==> src/rtl/uart_tx_brk.sv <==
module uart_tx_brk (
  input  logic       clk,
  input  logic       rst_n,
  input  logic       baud_tick,
  input  logic       wr_en,
  input  logic [7:0] wr_data,
  input  logic       wr_bit8,
  input  logic       tx_en,
  input  logic       break_req,
  input  logic       long_break,
  input  logic       nine_bit,
  input  logic       two_stop,
  input  logic       line_invert,
  output logic       txd,
  output logic       buf_empty,
  output logic       tx_done,
  output logic       pin_owned
);
  localparam int SW = 15;
  localparam int CW = 4;

  logic [SW-1:0] shreg, data_frame;
  logic [CW-1:0] bit_cnt, base_len;
  logic [8:0]    buf_q;
  logic buf_full, idle_q, brk_q, en_d, brk_d, done_q;
  logic busy, free, ld_idle, ld_brk, ld_data, load;

  assign busy     = bit_cnt != '0;
  assign free     = bit_cnt <= CW'(1);
  assign base_len = CW'(10) + CW'(nine_bit) + CW'(two_stop);

  assign ld_idle = baud_tick & free & idle_q;
  assign ld_brk  = baud_tick & free & ~idle_q & brk_q;
  assign ld_data = baud_tick & free & ~idle_q & ~brk_q & buf_full & tx_en;
  assign load    = ld_idle | ld_brk | ld_data;

  always_comb begin
    data_frame      = '1;
    data_frame[0]   = 1'b0;
    data_frame[8:1] = buf_q[7:0];
    if (nine_bit) data_frame[9] = buf_q[8];
  end

  always_ff @(posedge clk) begin
    if (!rst_n) begin
      shreg    <= '1;
      bit_cnt  <= '0;
      buf_q    <= '0;
      buf_full <= 1'b0;
      idle_q   <= 1'b0;
      brk_q    <= 1'b0;
      en_d     <= 1'b0;
      brk_d    <= 1'b0;
      done_q   <= 1'b1;
    end else begin
      en_d  <= tx_en;
      brk_d <= break_req;

      idle_q <= (idle_q & ~ld_idle) | (tx_en & ~en_d);

      if (ld_brk) brk_q <= break_req & tx_en;
      else        brk_q <= brk_q | (break_req & ~brk_d & tx_en);

      if (wr_en) buf_q <= {wr_bit8, wr_data};
      buf_full <= (buf_full & ~ld_data) | wr_en;

      if (load) begin
        done_q <= 1'b0;
        if (ld_data)      shreg <= data_frame;
        else if (ld_idle) shreg <= '1;
        else              shreg <= '0;
        bit_cnt <= ld_brk ? base_len + (long_break ? CW'(3) : CW'(0)) : base_len;
      end else if (baud_tick && busy) begin
        shreg   <= {1'b1, shreg[SW-1:1]};
        bit_cnt <= bit_cnt - CW'(1);
        if (bit_cnt == CW'(1)) done_q <= 1'b1;
      end
    end
  end

  assign txd       = (busy ? shreg[0] : 1'b1) ^ line_invert;
  assign buf_empty = ~buf_full;
  assign tx_done   = done_q;
  assign pin_owned = tx_en | busy | idle_q | brk_q;
endmodule

==> config.mk <==
export PLATFORM = sky130hd
export DESIGN_NAME = uart_tx_brk
export DESIGN_NICKNAME = d
export VERILOG_FILES = /design/src/rtl/uart_tx_brk.sv
export SDC_FILE = /design/constraint.sdc
export NUM_CORES = 1
export LEC_CHECK = 0
export BUFFER_PORTS_ARGS = -buffer_cell sky130_fd_sc_hd__buf_2
export CAP_MARGIN = 20
export CORE_MARGIN = 5
export CORE_UTILIZATION = 25
export DETAILED_ROUTE_END_ITERATION = 8
export SLEW_MARGIN = 20
export SYNTH_ARGS = -nofsm -noshare
export SYNTH_HDL_FRONTEND = slang
export SYNTH_SLANG_ARGS = --single-unit
==> constraint.sdc <==
create_clock -name clk -period 2.91 [get_ports clk]
set_input_delay 0.4365 -clock clk [delete_from_list [all_inputs] [get_ports clk]]
set_output_delay 0.4365 -clock clk [all_outputs]
set_load 0.02 [all_outputs]
== Word level (Yosys, flattened, before mapping) ==
Cells that the tools add are included.

* Bits in latches: 0
* Bits in writable memories: 0
* ROM bits: 0
* Register bits: 34
* Input port bits: 19
* Memories kept: 0

* Shift operators: 0
* Div/mod/pow operators: 0
* Multiply operators: 0
* Add/subtract/negate cells: 4
* Eq/ne operators: 1
* Reduce and logical (&&, ||, !) cells: 5
* $lt $le $gt $ge: 1
* Bitwise logic cells: 29
* Muxes and demuxes: 14

{| class="wikitable"
|+ Operators with widths
! cell !! count
|-
| 15-bit 2-to-1 mux || 4
|-
| 1-bit bitwise AND || 13
|-
| 4-bit 2-to-1 mux || 3
|-
| 1-bit bitwise OR || 8
|-
| 1-bit inverter || 7
|-
| 1-bit 2-to-1 mux || 6
|-
| 4-bit by 1-bit adder with 4-bit output || 1
|-
| 4-bit by 1-bit adder with 4-bit output, first input constant || 1
|-
| 4-bit by 2-bit adder with 4-bit output || 1
|-
| 4-bit by 1-bit == test with 1-bit output, second input constant || 1
|-
| 4-bit by 1-bit less-or-equal comparator with 1-bit output, second input constant || 1
|-
| 2-bit nonzero test || 2
|-
| 4-bit nonzero test || 1
|-
| 4-bit by 1-bit subtractor with 4-bit output, second input constant || 1
|-
| 2-bit 2-to-1 mux || 1
|-
| 2-bit AND reduction || 1
|-
| 1-bit logical AND || 1
|-
| 1-bit bitwise XOR || 1
|}

== Longest topological paths before layout ==
Gate-level depths: netlist (run 1).

* Word-level depth: 9
* Mapped depth: 9

== Worst setup path after synthesis (run 1) ==
No wires, ideal clock.

* Path kind: reg-to-output
* Start: reg bit_cnt[0]
* End: out pin_owned
* Path slack: 910 ps
* Arrival: 1,564 ps
* Stages on the path, launching flop included: 6
* Cells stage by stage: dfxtp_1 > inv_1 > ha_1 > or3b_1 > buf_6 > or4_1

* Longest elaborated chain between the ends: 4

{| class="wikitable"
|+ Ends and longest elaborated chain
! element !! RTL line !! source
|-
| start, declared || 23 || <nowiki>logic [CW-1:0] bit_cnt, base_len;</nowiki>
|-
| start signal, assigned || 72 || <nowiki>bit_cnt <= ld_brk ? base_len + (long_break ? CW'(3) : CW'(0)) : base_len;</nowiki>
|-
| start signal, assigned || 75 || <nowiki>bit_cnt <= bit_cnt - CW'(1);</nowiki>
|-
| 4-bit nonzero test || 28 || <nowiki>assign busy = bit_cnt != '0;</nowiki>
|-
| 1-bit bitwise OR (3 in series) || 84 || <nowiki>assign pin_owned = tx_en | busy | idle_q | brk_q;</nowiki>
|-
| end, declared || 17 || <nowiki>output logic pin_owned</nowiki>
|}

No other way between the ends.

== Worst setup path in the final report (run 1) ==
Ends and elaborated chain as after synthesis.

==> results of run 1 <==
## worst paths after layout
path                            slack, ns  cells past startpoint                     from                     end
worst min-delay path                 0.37                      2                break_req        brk_d$_SDFF_PN0_
worst max-delay path                 0.43                      5  bit_cnt[0]$_SDFFE_PN0P_               pin_owned
worst max register to register       0.69                      6  bit_cnt[0]$_SDFFE_PN0P_  shreg[13]$_SDFFE_PN1P_
worst min register to register       0.46                      1   shreg[14]$_SDFFE_PN1P_  shreg[14]$_SDFFE_PN1P_
## kinds of logic (layout without fill, tap and decap cells)
| group | Yosys count | count (layout) |
|---|---|---|
| buf+inv | 22 | 37 |
| mux | 9 | 9 |
| fa+ha+maj | 8 | 8 |
| flops | 34 | 34 |
| simple gates | 50 | 50 |
| xor+xnor | 2 | 2 |
| compound gates | 68 | 68 |
## where the power goes
| part | switching (W) | internal (W) | leakage [nW] | total [W] |
|---|---|---|---|---|
| clock | 0.000160 | 0.000182 | 0.0431 | 0.000342 |
| sequential | 0.0000750 | 0.000552 | 0.280 | 0.000627 |
| combinational | 0.000367 | 0.000283 | 0.483 | 0.000650 |
## cell type report
class / count / area [um2] / share of cell area
clock buffers: 6 / 82.58 / 0.04138
inverters: 7 / 26.28 / 0.01317
multi-input cells: 137 / 960.9 / 0.4815
flip-flops and latches: 34 / 680.7 / 0.3411
well taps: 96 / 120.1 / 0.06019
repair buffers: 24 / 125.1 / 0.06270
## flip-flops by register name, indices dropped and copies added, names as in the netlist
register / count
shreg: 15
idle_q: 1
brk_q: 1
tx_done: 1
bit_cnt: 4
buf_full: 1
en_d: 1
brk_d: 1
buf_q: 9
## metal layers
layer / track usage / up-vias / wire, um
li1: - / 738 / -
met5: 0 / - / 0
met4: 0.04332 / 0 / 48
met1: 0.1325 / 707 / 1884
met2: 0.1496 / 39 / 1880
met3: 0.02404 / 4 / 187
## worst max-delay path, cell delays in order, from the launching register on
cell	delay (ns)
dfxtp_1	0.33
inv_1	0.11
ha_1	0.18
or3b_1	0.51
or4_1	0.46
buf_2	0.17
## per-stage QoR
stage,hold WS (ns),worst slack (ns),power [W],cell area [um2]
6_report,0.3731,0.4336,0.001619,1996
5_1_grt,0.3779,0.3301,0.001744,1996
4_1_cts,0.3656,0.4306,0.001631,1996
3_5_place_dp,0.4577,0.7255,0.001280,1913
3_3_place_gp,0.4632,0.7802,0.001277,1913
2_1_floorplan,0.4376,0.9096,0.001188,1757
## layout by cell type (no fill, tap or decap), drive strengths merged, types with 2 or more instances in the layout
cell type  netlist  routed
a21oi           18      18
a221o            4       4
a22o             2       2
a22oi            9       9
a2bb2oi          9       9
a311o            2       2
a31oi            2       2
and2             2       2
buf              7      24
clkbuf           8       6
dfxtp           34      34
ha               8       8
inv              7       7
mux2i            9       9
nand2            5       5
nand3            3       3
nor2            23      23
nor2b            2       2
nor3             5       5
o211a            2       2
o21a             4       4
o21ai            7       7
==> impl_metrics.py, run 1 <==
metrics = {
    "worst_setup_path": {
        "cp.arrival_ns": 2.04,
        "startpoint_type": "flop",
        "crit_fanout": 10,
        "cp-end-kind": "primary output",
        "crit_type": "flop to primary output",
        "cp.required_ns": 2.47,
    },
    "logic_synthesis": {
        "synth_edf_count": 0,
        "syn_nets": 220,
        "synth_fa_ha_area_frac": 0.05698,
        "async_flop_share": 0,
        "ys_ff_latch": 34,
        "synth_most_common_cell": "dfxtp_1",
        "synth_top_area_share": 0.3875,
        "ys_top_cells_by_area": "dfxtp_1 (39%), ha_1 (5.7%), a21oi_1 (5.1%)",
        "ys.flop_type": "dfxtp_1",
        "synth_top_family_by_area": "compound AO/OA/AOI/OAI gates",
        "synth-compound-area-share": 0.2849,
        "yosysWarnings": 0,
        "yosys.area_share.simple": 0.1439,
        "syn_avg_cell_area_um2": 9.102,
        "yosysTopAreaCell": "dfxtp_1",
        "synthTopCellsByCount": "dfxtp_1 (34), nor2_1 (23), a21oi_1 (18)",
        "netlist_instances": 193,
        "ys_seq_area_frac": 0.3875,
        "synth_xor_area_frac": 0.009972,
        "synthMuxAreaShare": 0.05128,
        "syn_area_mm2": 0.001757,
        "ys_types": 46,
    },
    "floorplan": {
        "pin_count": 23,
        "fp.dieH_um": 93.83,
        "die_w_um": 93.83,
        "core_area_mm2": 0.006832,
        "rows": 30,
        "start_util": 0.2571,
        "dieArea_mm2": 0.008803,
    },
    "sta": {
        "setup_violations": 0,
        "rsz0062_at_grt": "false",
        "fin_tns_setup_ns": 0,
        "maxSlewHeadroom": 0.5738,
        "finalHoldViolCount": 0,
        "period_share": 0.8510,
        "finalCriticalPeriod_ns": 2.476,
        "slew_violations": 0,
        "skew_ns": 0.005463,
        "clock.fmax_ghz": 0.4038,
        "worst_pin_slew_ns": 0.6384,
    },
    "power_and_ir_drop": {
        "power_leakage_nw": 0.8067,
        "ir_worst_vdd_uv": 366.8,
        "p_per_area_mw_per_mm2": 811.3,
    },
    "clock_tree": {
        "cts_setup_buffers": 0,
        "clockBufferDepth": 2,
        "clk_latency_ns": 0.28,
        "cts_buffers": 5,
        "cts_max_level": 2,
        "clock_sink_count": 34,
        "cts_root_buffer": "clkbuf_8",
        "holdBufCountCts": 0,
        "clkTransAtPathRegs_ns": 0.07,
        "ctsResizeCount": 0,
        "cts_tree": "done",
    },
    "status": {
        "status": "complete, no violations",
    },
    "drt": {
        "drtAntennaViolNets": 0,
        "drt_iter0_markers": 92,
        "drcViolationCount": 0,
        "dr.pass1.iters": 4,
        "vias": 1488,
        "routed_wl_um": 4000,
        "post_drt_via_cell_ratio": 4.895,
        "routedWlPerCell_um": 13.16,
    },
    "placed_design": {
        "dp.final_hpwl_um": 2741,
        "gp_congestion": 0.7856,
        "port_buffers": 22,
        "dp.cells": 298,
    },
    "cells_and_area": {
        "nFillCells": 768,
        "post_route_cells_drive_above_1_share": 0.1635,
        "syn_to_final_growth_pct": 13.60,
        "post-route-util": 0.2921,
        "diodes": 0,
        "nets": 236,
        "post_layout_nonfiller_instances": 304,
    },
    "run": {
        "max_cap_violations": 0,
    },
    "global_routing": {
        "antenna_found_initial": 0,
        "overflow": 0,
        "track_usage": 0.09888,
        "grt_pass1_vias": 1433,
        "grt_max_degree": 22,
        "grt_pass1_wl_um": 6962,
    },
    "min_path": {
        "min-delay-path-class": "primary input to flop",
    },
}
Note: power is estimated with default switching activity, not from simulation.
==> run 2: changes to the inputs <==
- clock period: 2.91 -> 3.05 ns (I/O delays scaled with it)
==> run 2 against run 1 <==
Effect of this change: cell count grew 0.66%; via count shrank 1.9%; sequential share of layout area shrank 0.46 points; power shrank 1.1%; worst setup slack gained 0.12 ns; clock skew grew 0.0014 ns; clock power grew 13%.
==> impl_metrics.py, run 2 (synthesis gave the netlist of run 1 again) <==
metrics = {
    "worst_setup_path": {
        "cp-end-kind": "primary output",
        "critPathTopFamily": "simple AND/OR/NAND/NOR gates",
        "path_buf_inv": 2,
        "path_depth": 5,
        "cp.required_ns": 2.59,
        "cp.arrival_ns": 2.04,
        "cpPeakStageDelay_ns": 0.51,
        "reg2regPathDepth": 6,
        "crit_slowest_cell": "or3b_1",
        "startpoint_type": "flop",
        "cp_cell_sequence": "inv_1 -> ha_1 -> or3b_1 -> or4_1 -> buf_2",
        "crit_fanout": 10,
        "crit_type": "flop to primary output",
    },
    "clock_tree": {
        "cts_tree": "done",
        "clock_sink_count": 34,
        "cts_root_buffer": "clkbuf_8",
        "cts_setup_buffers": 0,
        "holdBufCountCts": 0,
        "cts_buffers": 5,
        "cts_max_level": 2,
        "ctsResizeCount": 0,
        "clockBufferDepth": 2,
        "clkTransAtPathRegs_ns": 0.07,
        "clk_latency_ns": 0.28,
    },
    "sta": {
        "finalHoldViolCount": 0,
        "clock.fmax_ghz": 0.4001,
        "fin_tns_setup_ns": 0,
        "maxSlewHeadroom": 0.5713,
        "setup_ws_ns": 0.5505,
        "worst_pin_slew_ns": 0.6421,
        "slew_violations": 0,
        "finalCriticalPeriod_ns": 2.500,
        "period_share": 0.8195,
        "rsz0062_at_grt": "false",
        "skew_ns": 0.006889,
        "setup_violations": 0,
    },
    "placed_design": {
        "port_buffers": 22,
        "dpl_cell_area_mm2": 0.001913,
        "dp.final_hpwl_um": 2777,
        "pre_cts_slack_ns": 0.8522,
        "gp_congestion": 0.7735,
    },
    "drt": {
        "vias": 1460,
        "drt_iter0_markers": 77,
        "routed_wl_um": 3934,
        "routedWlPerCell_um": 12.86,
        "dr.pass1.iters": 4,
        "drcViolationCount": 0,
        "post_drt_via_cell_ratio": 4.771,
        "drtAntennaViolNets": 0,
    },
    "run": {
        "max_cap_violations": 0,
    },
    "floorplan": {
        "core_area_mm2": 0.006832,
        "pin_count": 23,
        "fp.dieH_um": 93.83,
        "rows": 30,
        "die_w_um": 93.83,
        "start_util": 0.2571,
        "dieArea_mm2": 0.008803,
    },
    "global_routing": {
        "antenna_found_initial": 0,
        "grt_pass1_vias": 1406,
        "grt_pass1_wl_um": 6693,
        "track_usage": 0.09452,
        "overflow": 0,
        "grt_max_degree": 22,
    },
    "cells_and_area": {
        "nets": 236,
        "largest_register_ffs": 15,
        "post-route-util": 0.2962,
        "post_route_cells_drive_above_1_share": 0.1714,
        "layout_common_cells": "dfxtp_1 (34), nor2_1 (23), buf_2 (22)",
        "largest-register": "shreg",
        "final_cell_area_mm2": 0.002023,
        "diodes": 0,
        "final_common_cell": "dfxtp_1",
        "syn_to_final_growth_pct": 15.17,
        "top_regs": "shreg: 15 flops, buf_q: 9 flops, bit_cnt: 4 flops",
    },
    "min_path": {
        "whs_path_depth": 2,
        "min-delay-path-class": "primary input to flop",
    },
    "power_and_ir_drop": {
        "power_frac_clock": 0.241,
        "p_per_area_mw_per_mm2": 791.7,
        "power_leakage_nw": 0.8211,
        "p_int_w": 0.001025,
        "switching_share": 0.3600,
        "power.switching_w": 0.0005766,
        "ir_worst_vdd_uv": 403.9,
        "seq_power_share": 0.373,
        "p_comb_frac": 0.387,
    },
    "status": {
        "status": "complete, no violations",
    },
}
[run 2: cell count changes in the layout (fill, tap and decap cells not counted), sizes merged]
cell,before,now
clkbuf,6,8
[run 2: power by group through the flow]
stage	Sequential (W)	Clock (W)	Combinational [W]
global route	0.000611	0.000421	0.000689
floorplan	0.000576	0	0.000557
detailed placement	0.000604	0	0.000619
CTS	0.000596	0.000398	0.000622
global placement	0.000606	0	0.000610
finish	0.000597	0.000385	0.000619
[run 2: final timing paths]
path,from,endpoint,slack [ns]
worst max-delay path,bit_cnt[0]$_SDFFE_PN0P_,pin_owned,0.55
worst max register to register,bit_cnt[0]$_SDFFE_PN0P_,shreg[12]$_SDFFE_PN1P_,0.83
worst min register to register,buf_q[8]$_SDFFE_PN0P_,buf_q[8]$_SDFFE_PN0P_,0.49
worst min-delay path,break_req,brk_d$_SDFF_PN0_,0.39
[run 2: area by class of cell]
type / instances / area [um2]
repair buffers: 24 / 125.1
well taps: 96 / 120.1
inverters: 7 / 26.28
flip-flops and latches: 34 / 680.7
fillers: 758 / 4808
multi-input cells: 137 / 960.9
clock buffers: 8 / 110.1
[run 2: metal layers]
metal  track usage  vias up  part of all wire
met5             0        -                 0
met4       0.04332        0             0.014
met3       0.01923        4             0.043
met2        0.1549       41              0.47
met1        0.1183      677              0.47
li1              -      738                 -
[run 2: per-stage QoR]
stage | cells | total power (W) | hold slack [ns]
global route | 306 | 0.001721 | 0.4014
global placement | 298 | 0.001216 | 0.4465
finish | 306 | 0.001602 | 0.3925
detailed placement | 298 | 0.001223 | 0.4757
floorplan | 193 | 0.001134 | 0.4376
CTS | 306 | 0.001616 | 0.3881
==> run 3: changes to the inputs <==
- clock period: 3.05 -> 2.36 ns (I/O delays scaled with it)
==> run 3 against run 2 <==
Effect of this change: cell count increased by 1.3%; largest power group unchanged; via count grew 0.68%; flip-flop and latch count is the same; combinational power is 38% higher; sequential share of layout area is 0.37 points lower; non-clock buffer count is 4 higher; critical endpoint unchanged.
==> impl_metrics.py, run 3 (synthesis gave the netlist of run 1 again) <==
metrics = {
    "worst_setup_path": {
        "crit_slowest_cell": "or4_1",
        "reg2regPathDepth": 6,
        "cp_cell_sequence": "inv_1 -> ha_1 -> or3b_4 -> or4_1 -> buf_2",
        "cp-end-kind": "primary output",
        "cp.arrival_ns": 1.90,
        "startpoint_type": "flop",
        "crit_type": "flop to primary output",
        "crit_fanout": 6,
        "cp.required_ns": 2.01,
        "cpPeakStageDelay_ns": 0.43,
    },
    "cells_and_area": {
        "layout_common_cells": "dfxtp_1 (34), nor2_1 (23), buf_2 (22)",
        "multiInputGateArea_um2": 968.4,
        "top_regs": "shreg: 15 flops, buf_q: 9 flops, bit_cnt: 4 flops",
        "final_common_cell": "dfxtp_1",
        "syn_to_final_growth_pct": 16.45,
        "largest_register_ffs": 15,
        "largest-register": "shreg",
        "nets": 240,
        "nFillCells": 769,
        "regArea_um2": 680.7,
        "post_route_cells_drive_above_1_share": 0.2009,
        "diodes": 0,
        "post-route-util": 0.2995,
    },
    "global_routing": {
        "grt_max_degree": 22,
        "grt_pass1_vias": 1371,
        "overflow": 0,
        "track_usage": 0.09161,
        "antenna_found_initial": 0,
        "grt_pass1_wl_um": 6520,
    },
    "sta": {
        "worst_pin_slew_ns": 0.5599,
        "finalCriticalPeriod_ns": 2.253,
        "clock.fmax_ghz": 0.4438,
        "slew_violations": 0,
        "fin_tns_setup_ns": 0,
        "period_share": 0.9548,
        "skew_ns": 0.004530,
        "finalHoldViolCount": 0,
        "maxSlewHeadroom": 0.6228,
        "setup_violations": 0,
        "rsz0062_at_grt": "false",
    },
    "power_and_ir_drop": {
        "ir_worst_vdd_uv": 444.2,
        "power_leakage_nw": 0.8300,
        "p_per_area_mw_per_mm2": 1012,
    },
    "clock_tree": {
        "clkTransAtPathRegs_ns": 0.07,
        "cts_tree": "done",
        "clk_latency_ns": 0.28,
        "cts_root_buffer": "clkbuf_8",
        "clockBufferDepth": 2,
        "cts_buffers": 5,
        "holdBufCountCts": 0,
        "cts_max_level": 2,
        "clock_sink_count": 34,
    },
    "floorplan": {
        "die_w_um": 93.83,
        "start_util": 0.2571,
        "rows": 30,
        "dieArea_mm2": 0.008803,
        "pin_count": 23,
        "core_area_mm2": 0.006832,
        "fp.dieH_um": 93.83,
    },
    "drt": {
        "dr.pass1.iters": 4,
        "drcViolationCount": 0,
        "m1WireLength_um": 1979,
        "vias": 1470,
        "highest_layer": "met4",
        "wl_met3_um": 135,
        "route.met2.wl_um": 1762,
        "post_drt_via_cell_ratio": 4.742,
        "drt_iter0_markers": 92,
        "routedWlPerCell_um": 12.73,
        "routed_wl_um": 3946,
        "drtAntennaViolNets": 0,
    },
    "status": {
        "status": "complete, no violations",
    },
    "placed_design": {
        "gp_congestion": 0.8316,
        "port_buffers": 22,
        "dp.final_hpwl_um": 2773,
    },
    "min_path": {
        "whs_path_depth": 2,
        "min-delay-path-class": "primary input to flop",
    },
    "run": {
        "max_cap_violations": 0,
    },
}
-- run 3: path summary, 6_finish.rpt --
path              slack [ns]                      to               startpoint
setup reg to reg        0.32  shreg[10]$_SDFFE_PN1P_  bit_cnt[0]$_SDFFE_PN0P_
setup / recovery        0.11               pin_owned  bit_cnt[1]$_SDFFE_PN0P_
hold / removal          0.28        brk_d$_SDFF_PN0_                break_req
hold reg to reg         0.47  shreg[14]$_SDFFE_PN1P_   shreg[14]$_SDFFE_PN1P_
-- run 3: final cells by class --
class                      count  area share
multi-input combinational    137      0.4734
clock buffer                   6     0.04037
sequential                    34      0.3327
tap                           96     0.05872
clock inverter                 2    0.006116
timing repair buffer          28     0.07584
inverter                       7     0.01284
-- run 3: routing by layer --
metal,track usage,up-vias
met3,0.01522,5
met4,0.03971,0
li1,-,749
met2,0.1372,30
met5,0,-
met1,0.1284,686
-- run 3: power by group --
group,switching [W],total [W],internal [W]
Clock,0.000214,0.000448,0.000234
Combinational,0.000460,0.000856,0.000396
Sequential,0.0000848,0.000765,0.000681
-- run 3: timing repair --
| item | CTS | global route |
|---|---|---|
| endpoints found under the setup margin | 0 | 10 |
| setup buffers | 0 | 0 |
| gates resized for setup | 0 | 3 |
-- run 3: critical path, delay by kind of cell (launching register included) --
kind | cells | cell delay [ns]
adders and majority gates | 1 | 0.17
DFF | 1 | 0.32
and+or+nand+nor | 2 | 0.85
buffers and inverters | 2 | 0.28
-- run 3: per-stage QoR --
stage	total power (W)	cell area, um2	hold slack (ns)	setup slack (ns)	instances
global placement	0.001609	1943	0.4467	0.1798	302
floorplan	0.001465	1757	0.4376	0.4421	193
finish	0.002070	2046	0.2839	0.1067	310
global route	0.002218	2046	0.2935	0.04389	310
detailed placement	0.001614	1943	0.4527	0.1065	302
CTS	0.002071	2038	0.2760	0.01694	310
